===== config.mk =====
export PLATFORM = sky130hd
export DESIGN_NAME = region_page_splitter
export DESIGN_NICKNAME = d
export VERILOG_FILES = /design/src/rtl/rps_pkg.sv /design/src/rtl/rps_prep.sv /design/src/rtl/rps_pick.sv /design/src/rtl/rps_ctrl.sv /design/src/rtl/region_page_splitter.sv
export SDC_FILE = /design/constraint.sdc
export NUM_CORES = 1
export LEC_CHECK = 0
export ABC_AREA = 1
export BUFFER_PORTS_ARGS = -buffer_cell sky130_fd_sc_hd__buf_2
export CORE_ASPECT_RATIO = 1.5
export CORE_UTILIZATION = 35
export DETAILED_ROUTE_END_ITERATION = 6
export SYNTH_ARGS = -nofsm -noshare
export SYNTH_HDL_FRONTEND = slang
export SYNTH_SLANG_ARGS = --single-unit
export TNS_END_PERCENT = 20

===== constraint.sdc =====
create_clock -name clk -period 2.8 [get_ports clk]
set_input_delay 0.56 -clock clk [delete_from_list [all_inputs] [get_ports clk]]
set_output_delay 0.56 -clock clk [all_outputs]
set_load 0.01 [all_outputs]

===== src/rtl/rps_pkg.sv =====
// Shared constants and types for the region to page splitter.
// Assumes a fixed 4 KB base granule; larger pages are 16x steps of it.
package rps_pkg;
    localparam int PG_LSB = 12;   // log2 of the base granule
    localparam int NUM_PG = 4;    // number of page sizes offered
    localparam int PG_STEP = 4;   // log2 ratio between neighbouring sizes

    typedef enum logic [1:0] {
        PG_4K  = 2'd0,
        PG_64K = 2'd1,
        PG_1M  = 2'd2,
        PG_16M = 2'd3
    } pg_code_e;
endpackage


===== src/rtl/rps_prep.sv =====
// Request pre-adjustment: folds the virtual in-page offset into the length,
// rounds the length up to whole granules and drops the in-page address bits.
// Assumes SIZE_W > PG_LSB and ADDR_W > PG_LSB. Purely combinational.
module rps_prep
    import rps_pkg::*;
#(
    parameter int ADDR_W = 32,
    parameter int SIZE_W = 32
) (
    input  logic [ADDR_W-1:0]          vbase,
    input  logic [ADDR_W-1:0]          pbase,
    input  logic [SIZE_W-1:0]          size,
    output logic [ADDR_W-PG_LSB-1:0]   vpage,
    output logic [ADDR_W-PG_LSB-1:0]   ppage,
    output logic [SIZE_W-PG_LSB:0]     pages
);
    localparam int SUM_W = SIZE_W + 1;

    logic [SUM_W-1:0] sum;
    logic             unused_plow;

    // Length plus virtual offset plus (granule-1), one bit wider to avoid wrap.
    assign sum = {1'b0, size}
               + SUM_W'(vbase[PG_LSB-1:0])
               + SUM_W'((1 << PG_LSB) - 1);

    // Granule count and page-aligned bases.
    assign pages       = sum[SUM_W-1:PG_LSB];
    assign vpage       = vbase[ADDR_W-1:PG_LSB];
    assign ppage       = pbase[ADDR_W-1:PG_LSB];
    assign unused_plow = ^pbase[PG_LSB-1:0];
endmodule


===== src/rtl/rps_pick.sv =====
// Page-size selector: among the enabled sizes, finds the largest one that
// fits in the remaining granules and to which the virtual page is aligned.
// Assumes VP_W >= PG_STEP*(NUM_PG-1). Purely combinational.
module rps_pick
    import rps_pkg::*;
#(
    parameter int VP_W          = 20,
    parameter int RP_W          = 21,
    parameter int MIN_PAGE_CODE = 0
) (
    input  logic [VP_W-1:0] vpage,
    input  logic [RP_W-1:0] rem,
    output logic            fit,
    output pg_code_e        code,
    output logic [RP_W-1:0] step
);
    logic [NUM_PG-1:0] ok;

    for (genvar g = 0; g < NUM_PG; g++) begin : g_cand
        localparam int SH = g * PG_STEP;
        logic aligned;
        // Alignment test of the virtual page for this candidate size.
        if (SH == 0) begin : g_base
            assign aligned = 1'b1;
        end else begin : g_big
            assign aligned = (vpage[SH-1:0] == '0);
        end
        // Candidate is legal when enabled, aligned and not past the end.
        if (g < MIN_PAGE_CODE) begin : g_off
            assign ok[g] = 1'b0;
        end else begin : g_on
            assign ok[g] = aligned && (rem >= (RP_W'(1) << SH));
        end
    end

    // Priority: the highest legal code wins.
    always_comb begin
        fit  = 1'b0;
        code = PG_4K;
        for (int c = 0; c < NUM_PG; c++) begin
            if (ok[c]) begin
                fit  = 1'b1;
                code = pg_code_e'(c);
            end
        end
    end

    // Granule count of the chosen page.
    assign step = RP_W'(1) << {code, 2'b00};
endmodule


===== src/rtl/rps_ctrl.sv =====
// Walk controller: holds the current virtual/physical page and remaining
// granules, offers one command per step and ends on completion, on an
// alignment miss or on a writer failure. Assumes the picker is combinational.
module rps_ctrl
    import rps_pkg::*;
#(
    parameter int VP_W = 20,
    parameter int RP_W = 21
) (
    input  logic            clk,
    input  logic            rst_n,
    input  logic            req_valid,
    output logic            req_ready,
    input  logic [VP_W-1:0] ld_vpage,
    input  logic [VP_W-1:0] ld_ppage,
    input  logic [RP_W-1:0] ld_pages,
    input  logic            fit,
    input  pg_code_e        code,
    input  logic [RP_W-1:0] step,
    output logic [VP_W-1:0] cur_vpage,
    output logic [VP_W-1:0] cur_ppage,
    output logic [RP_W-1:0] cur_rem,
    output logic            cmd_valid,
    input  logic            cmd_ready,
    input  logic            wr_fail,
    output logic            done,
    output logic            err_align,
    output logic            err_write
);
    typedef enum logic {S_IDLE, S_RUN} st_e;

    st_e  state;
    logic running;
    logic accept;
    logic finish;

    // Handshake and ending conditions derived from state and picker result.
    assign running   = (state == S_RUN);
    assign req_ready = (state == S_IDLE);
    assign done      = running && (cur_rem == '0);
    assign err_align = running && (cur_rem != '0) && !fit;
    assign cmd_valid = running && (cur_rem != '0) && fit;
    assign accept    = cmd_valid && cmd_ready;
    assign err_write = accept && wr_fail;
    assign finish    = done || err_align || err_write;

    // State register: idle until a request, running until an ending event.
    always_ff @(posedge clk) begin
        if (!rst_n) begin
            state <= S_IDLE;
        end else if (state == S_IDLE) begin
            if (req_valid) state <= S_RUN;
        end else if (finish) begin
            state <= S_IDLE;
        end
    end

    // Walk registers: load on request, advance by one page per accepted command.
    always_ff @(posedge clk) begin
        if (!rst_n) begin
            cur_vpage <= '0;
            cur_ppage <= '0;
            cur_rem   <= '0;
        end else if (state == S_IDLE && req_valid) begin
            cur_vpage <= ld_vpage;
            cur_ppage <= ld_ppage;
            cur_rem   <= ld_pages;
        end else if (accept && !wr_fail) begin
            cur_vpage <= cur_vpage + VP_W'(step);
            cur_ppage <= cur_ppage + VP_W'(step);
            cur_rem   <= cur_rem - step;
        end
    end

    AST_CMD_HOLD: assert property (@(posedge clk) disable iff (!rst_n)
        (cmd_valid && !cmd_ready) |=> (cmd_valid && $stable(cur_vpage) && $stable(cur_ppage) && $stable(code)));
    AST_PAGE_FITS: assert property (@(posedge clk) disable iff (!rst_n)
        cmd_valid |-> (step <= cur_rem));
    AST_PAGE_ALIGNED: assert property (@(posedge clk) disable iff (!rst_n)
        cmd_valid |-> ((cur_vpage & (VP_W'(step) - VP_W'(1))) == '0));
    AST_DONE_PULSE: assert property (@(posedge clk) disable iff (!rst_n)
        done |=> !done);
    AST_ONE_ENDING: assert property (@(posedge clk) disable iff (!rst_n)
        $onehot0({done, err_align, err_write}));
    AST_READY_IDLE: assert property (@(posedge clk) disable iff (!rst_n)
        req_ready |-> !cmd_valid);
    AST_ALIGN_NOCMD: assert property (@(posedge clk) disable iff (!rst_n)
        err_align |=> (req_ready && !cmd_valid));
    AST_WRITE_STOP: assert property (@(posedge clk) disable iff (!rst_n)
        err_write |=> (req_ready && !cmd_valid));
endmodule


===== src/rtl/region_page_splitter.sv =====
// Top level: splits a virtual/physical region into page mapping commands.
// Each step takes one cycle when the writer is ready; the command stream is
// backpressured by cmd_ready. Assumes ADDR_W >= 24 so 16 MB pages exist.
module region_page_splitter
    import rps_pkg::*;
#(
    parameter int ADDR_W        = 32,
    parameter int SIZE_W        = 32,
    parameter int MIN_PAGE_CODE = 0
) (
    input  logic              clk,
    input  logic              rst_n,
    input  logic              req_valid,
    output logic              req_ready,
    input  logic [ADDR_W-1:0] req_vbase,
    input  logic [ADDR_W-1:0] req_pbase,
    input  logic [SIZE_W-1:0] req_size,
    output logic              cmd_valid,
    input  logic              cmd_ready,
    output logic [ADDR_W-1:0] cmd_vaddr,
    output logic [ADDR_W-1:0] cmd_paddr,
    output logic [1:0]        cmd_pgsz,
    input  logic              wr_fail,
    output logic              done,
    output logic              err_align,
    output logic              err_write
);
    localparam int VP_W = ADDR_W - PG_LSB;
    localparam int RP_W = SIZE_W + 1 - PG_LSB;

    logic [VP_W-1:0] ld_vpage, ld_ppage, cur_vpage, cur_ppage;
    logic [RP_W-1:0] ld_pages, cur_rem, step;
    logic            fit;
    pg_code_e        code;

    rps_prep #(.ADDR_W(ADDR_W), .SIZE_W(SIZE_W)) u_prep (
        .vbase (req_vbase),
        .pbase (req_pbase),
        .size  (req_size),
        .vpage (ld_vpage),
        .ppage (ld_ppage),
        .pages (ld_pages)
    );

    rps_pick #(.VP_W(VP_W), .RP_W(RP_W), .MIN_PAGE_CODE(MIN_PAGE_CODE)) u_pick (
        .vpage (cur_vpage),
        .rem   (cur_rem),
        .fit   (fit),
        .code  (code),
        .step  (step)
    );

    rps_ctrl #(.VP_W(VP_W), .RP_W(RP_W)) u_ctrl (
        .clk       (clk),
        .rst_n     (rst_n),
        .req_valid (req_valid),
        .req_ready (req_ready),
        .ld_vpage  (ld_vpage),
        .ld_ppage  (ld_ppage),
        .ld_pages  (ld_pages),
        .fit       (fit),
        .code      (code),
        .step      (step),
        .cur_vpage (cur_vpage),
        .cur_ppage (cur_ppage),
        .cur_rem   (cur_rem),
        .cmd_valid (cmd_valid),
        .cmd_ready (cmd_ready),
        .wr_fail   (wr_fail),
        .done      (done),
        .err_align (err_align),
        .err_write (err_write)
    );

    // Command fields: page numbers widened back to byte addresses.
    assign cmd_vaddr = {cur_vpage, {PG_LSB{1'b0}}};
    assign cmd_paddr = {cur_ppage, {PG_LSB{1'b0}}};
    assign cmd_pgsz  = code;
endmodule


==> metrics <==
Final Core Density 0.470; dpl cells 1558; initial antenna violation count 0; Post-Synthesis Cells 1144; Worst R2R Path Depth 17; register area 0.00124 mm2; outcome finished, final reports clean; CP delay by family, top simple AND/OR/NAND/NOR gates; capturing point of the worst reg2reg path u_ctrl.cur_rem[17]; Lkg Pwr 4.60 nW; Layout Nets 1492; Worst Setup Slack, final 157 ps; TritonCTS Buffers 9; EDFF count, synth 0; Syn. warnings 0; fmax 0.378 GHz; Die Ht 168 um; max-slew headroom at the worst pin 0.654; area share of the largest cell type after synthesis 0.193; Async SR Flop Fraction 0; cell taking the most area after synthesis dfxtp_1; First-pass DRT Iterations 4; worst-margin pin slew 520 ps; Vias per Instance 4.79; post-synthesis average cell area 5.63 um2; worst-case hold path end point u_ctrl.cur_ppage[9]; crit share post-route 0.944; area occupied by multi-input gates 0.00451 mm2; power density cells 510 mW/mm2; sequential share of the synthesized area 0.193; largest net degree at the start of global routing 49; clock buffer depth 2; Hold Crit Start req_pbase[21]; top post-synthesis cells by count 304 x nand2_1, 175 x inv_1, 154 x nor2_1; Worst-Skew Late Latency 330 ps; Port Buf Inserts 134; first-pass GRT wire length 31700 um; final count of pins violating max slew 0; vias 7540; Peak supply drop 301 uV; CP max stage cell dfxtp_2; gr ovfl total 0; row count 60; Post-CTS Hold Buffers 0; worst hold path type in2reg; post-synth cell types 40; Placeable Area 0.0179 mm2; Setup Skew 9.48 ps; n_diodes 0; GRT Overall Usage 0.206; CP endpoint kind flop; final hold violation count 0; die area 0.0190 mm2; slowest cell delay on critical path 340 ps; CTS root buffer clkbuf_16; Yosys reg bits 62; Final ANT Viol Nets 0; most frequent cell after synthesis nand2_1; drt drc 0; Final Setup Violations 0; I/O pins 172; cell area after synthesis 0.00644 mm2; drt total wl 19500 um; HPWL reported at the end of detailed placement 15300 um; vias in the first global route 7045; top post-synthesis cells by area dfxtp_1 19%, nand2_1 18%, inv_1 10%; Worst Path Arrival 2880 ps; WP data required 3040 ps; Crit path depth 17; worst slack, placed -55.4 ps; Starting Density 0.359; Avg WL per Cell 12.4 um; Area Overhead vs Synth 31.0%; CTS H-tree lvls 3; fillers 1945; Synth Flop Type dfxtp_1; hold depth 3; WP buf/inv 4; CTS tree done; reg-to-reg setup timing slack 160 ps; clock sink count 62; crit path kind reg2reg; RSZ-0062 raised after global routing true; crit path launch type flop; Reg2Reg Launch Point u_ctrl.cur_vpage[3]; Final min period 2640 ps; post-route insts no fill 1575; critical path peak fanout 4; share of cells above drive strength 1 0.237; critical path cell sequence nor4_4 > buf_4 > and2_4 > o21a_1 > buf_4 > nand2_2 > ha_4 > nand2_1 > o21ai_0 > a21oi_1 > buf_4 > nand3_1 > nand2_1 > nand3_1 > nand3_1 > nand2_1 > inv_1; CTS clk-pin slew, worst paths 60 ps; initial DRC count 464; Placer Congestion 0.910; total of max-cap violations 0; die width 113 um
## kinds of logic after synthesis
logic type,count (synthesis),share of synthesized area
buf+inv,237,0.163
compound gates,156,0.126
mux,2,0.00311
simple gates,629,0.415
fa+ha+maj,37,0.0719
other cells,1,0.000582
xor+xnor,20,0.0272
flops,62,0.193
## metrics by stage
| step | setup TNS, ps | hold slack (ps) | power (mW) | cell area, um2 |
|---|---|---|---|---|
| 2_1_floorplan | 0 | 458 | 2.28 | 6530 |
| 3_3_place_gp | -197 | 476 | 2.98 | 7840 |
| 3_5_place_dp | -365 | 480 | 2.99 | 7840 |
| 4_1_cts | 0 | 488 | 4.21 | 8180 |
| 5_1_grt | -122 | 536 | 4.64 | 8440 |
| 6_report | 0 | 521 | 4.31 | 8440 |
## layout by cell type (no fill, tap or decap), types with 6 or more instances in the layout
cell	instances
conb_1	25
ha_4	6
xor2_1	15
buf_4	95
nand3b_1	6
nor2_2	12
nor3_1	16
clkbuf_16	9
o21ai_0	48
inv_2	7
a21oi_1	44
dfxtp_1	60
nand2_1	289
nand4_1	18
inv_1	173
ha_1	28
nand2_2	18
o21ai_1	42
nand3_1	100
nor2_1	144
buf_2	134
## area by class of cell
type / instances / share of cell area
multi-input combinational: 869 / 0.534
sequential: 62 / 0.147
timing repair buffer: 232 / 0.170
inverter: 180 / 0.0801
clock buffer: 10 / 0.0271
tap: 217 / 0.0322
clock inverter: 5 / 0.00890
## worst min-delay path, delay by kind of cell
family / cells / cell delay [ps]
buf+inv: 1 / 70
compound gates: 2 / 180
## how the worst max path moves through the flow
stage / startpoint / end / slack, ps
2_1_floorplan: u_ctrl.cur_rem[11] / u_ctrl.cur_vpage[17] / 110
3_3_place_gp: u_ctrl.cur_vpage[0] / u_ctrl.cur_vpage[17] / -50
3_5_place_dp: u_ctrl.cur_rem[14] / u_ctrl.cur_ppage[12] / -60
4_1_cts: u_ctrl.cur_rem[20] / u_ctrl.cur_ppage[16] / 10
5_1_grt: u_ctrl.cur_rem[11] / u_ctrl.cur_ppage[17] / -30
6_report: u_ctrl.cur_vpage[3] / u_ctrl.cur_rem[17] / 160
## report_power, final
group          internal (mW)  leakage (nW)  switching, mW  total (mW)
clock network          0.770         0.152          0.425        1.19
logic                  0.894          3.93           1.13        2.02
registers              0.984         0.514          0.106        1.09
## layer usage
layer  track usage  up-vias  routed length (um)
met5             0        -                   0
met4        0.0928        0                 558
met3        0.0220       35                 587
met2         0.400      170               10200
met1         0.220     3331                8110
li1              -     4004                   -
## timing repair
item                       4_1_cts  5_1_grt
cloned                           0        0
setup endpoints to repair       18       35
pin swaps                        0       15
resized for setup                9       60
buffers inserted                 0        2
## registers in the layout, indices dropped and copies added, names as in the netlist
signal,cells
u_ctrl.cur_vpage,20
u_ctrl.running,1
u_ctrl.cur_ppage,20
u_ctrl.cur_rem,21
Power figures use the tool's default switching activity.
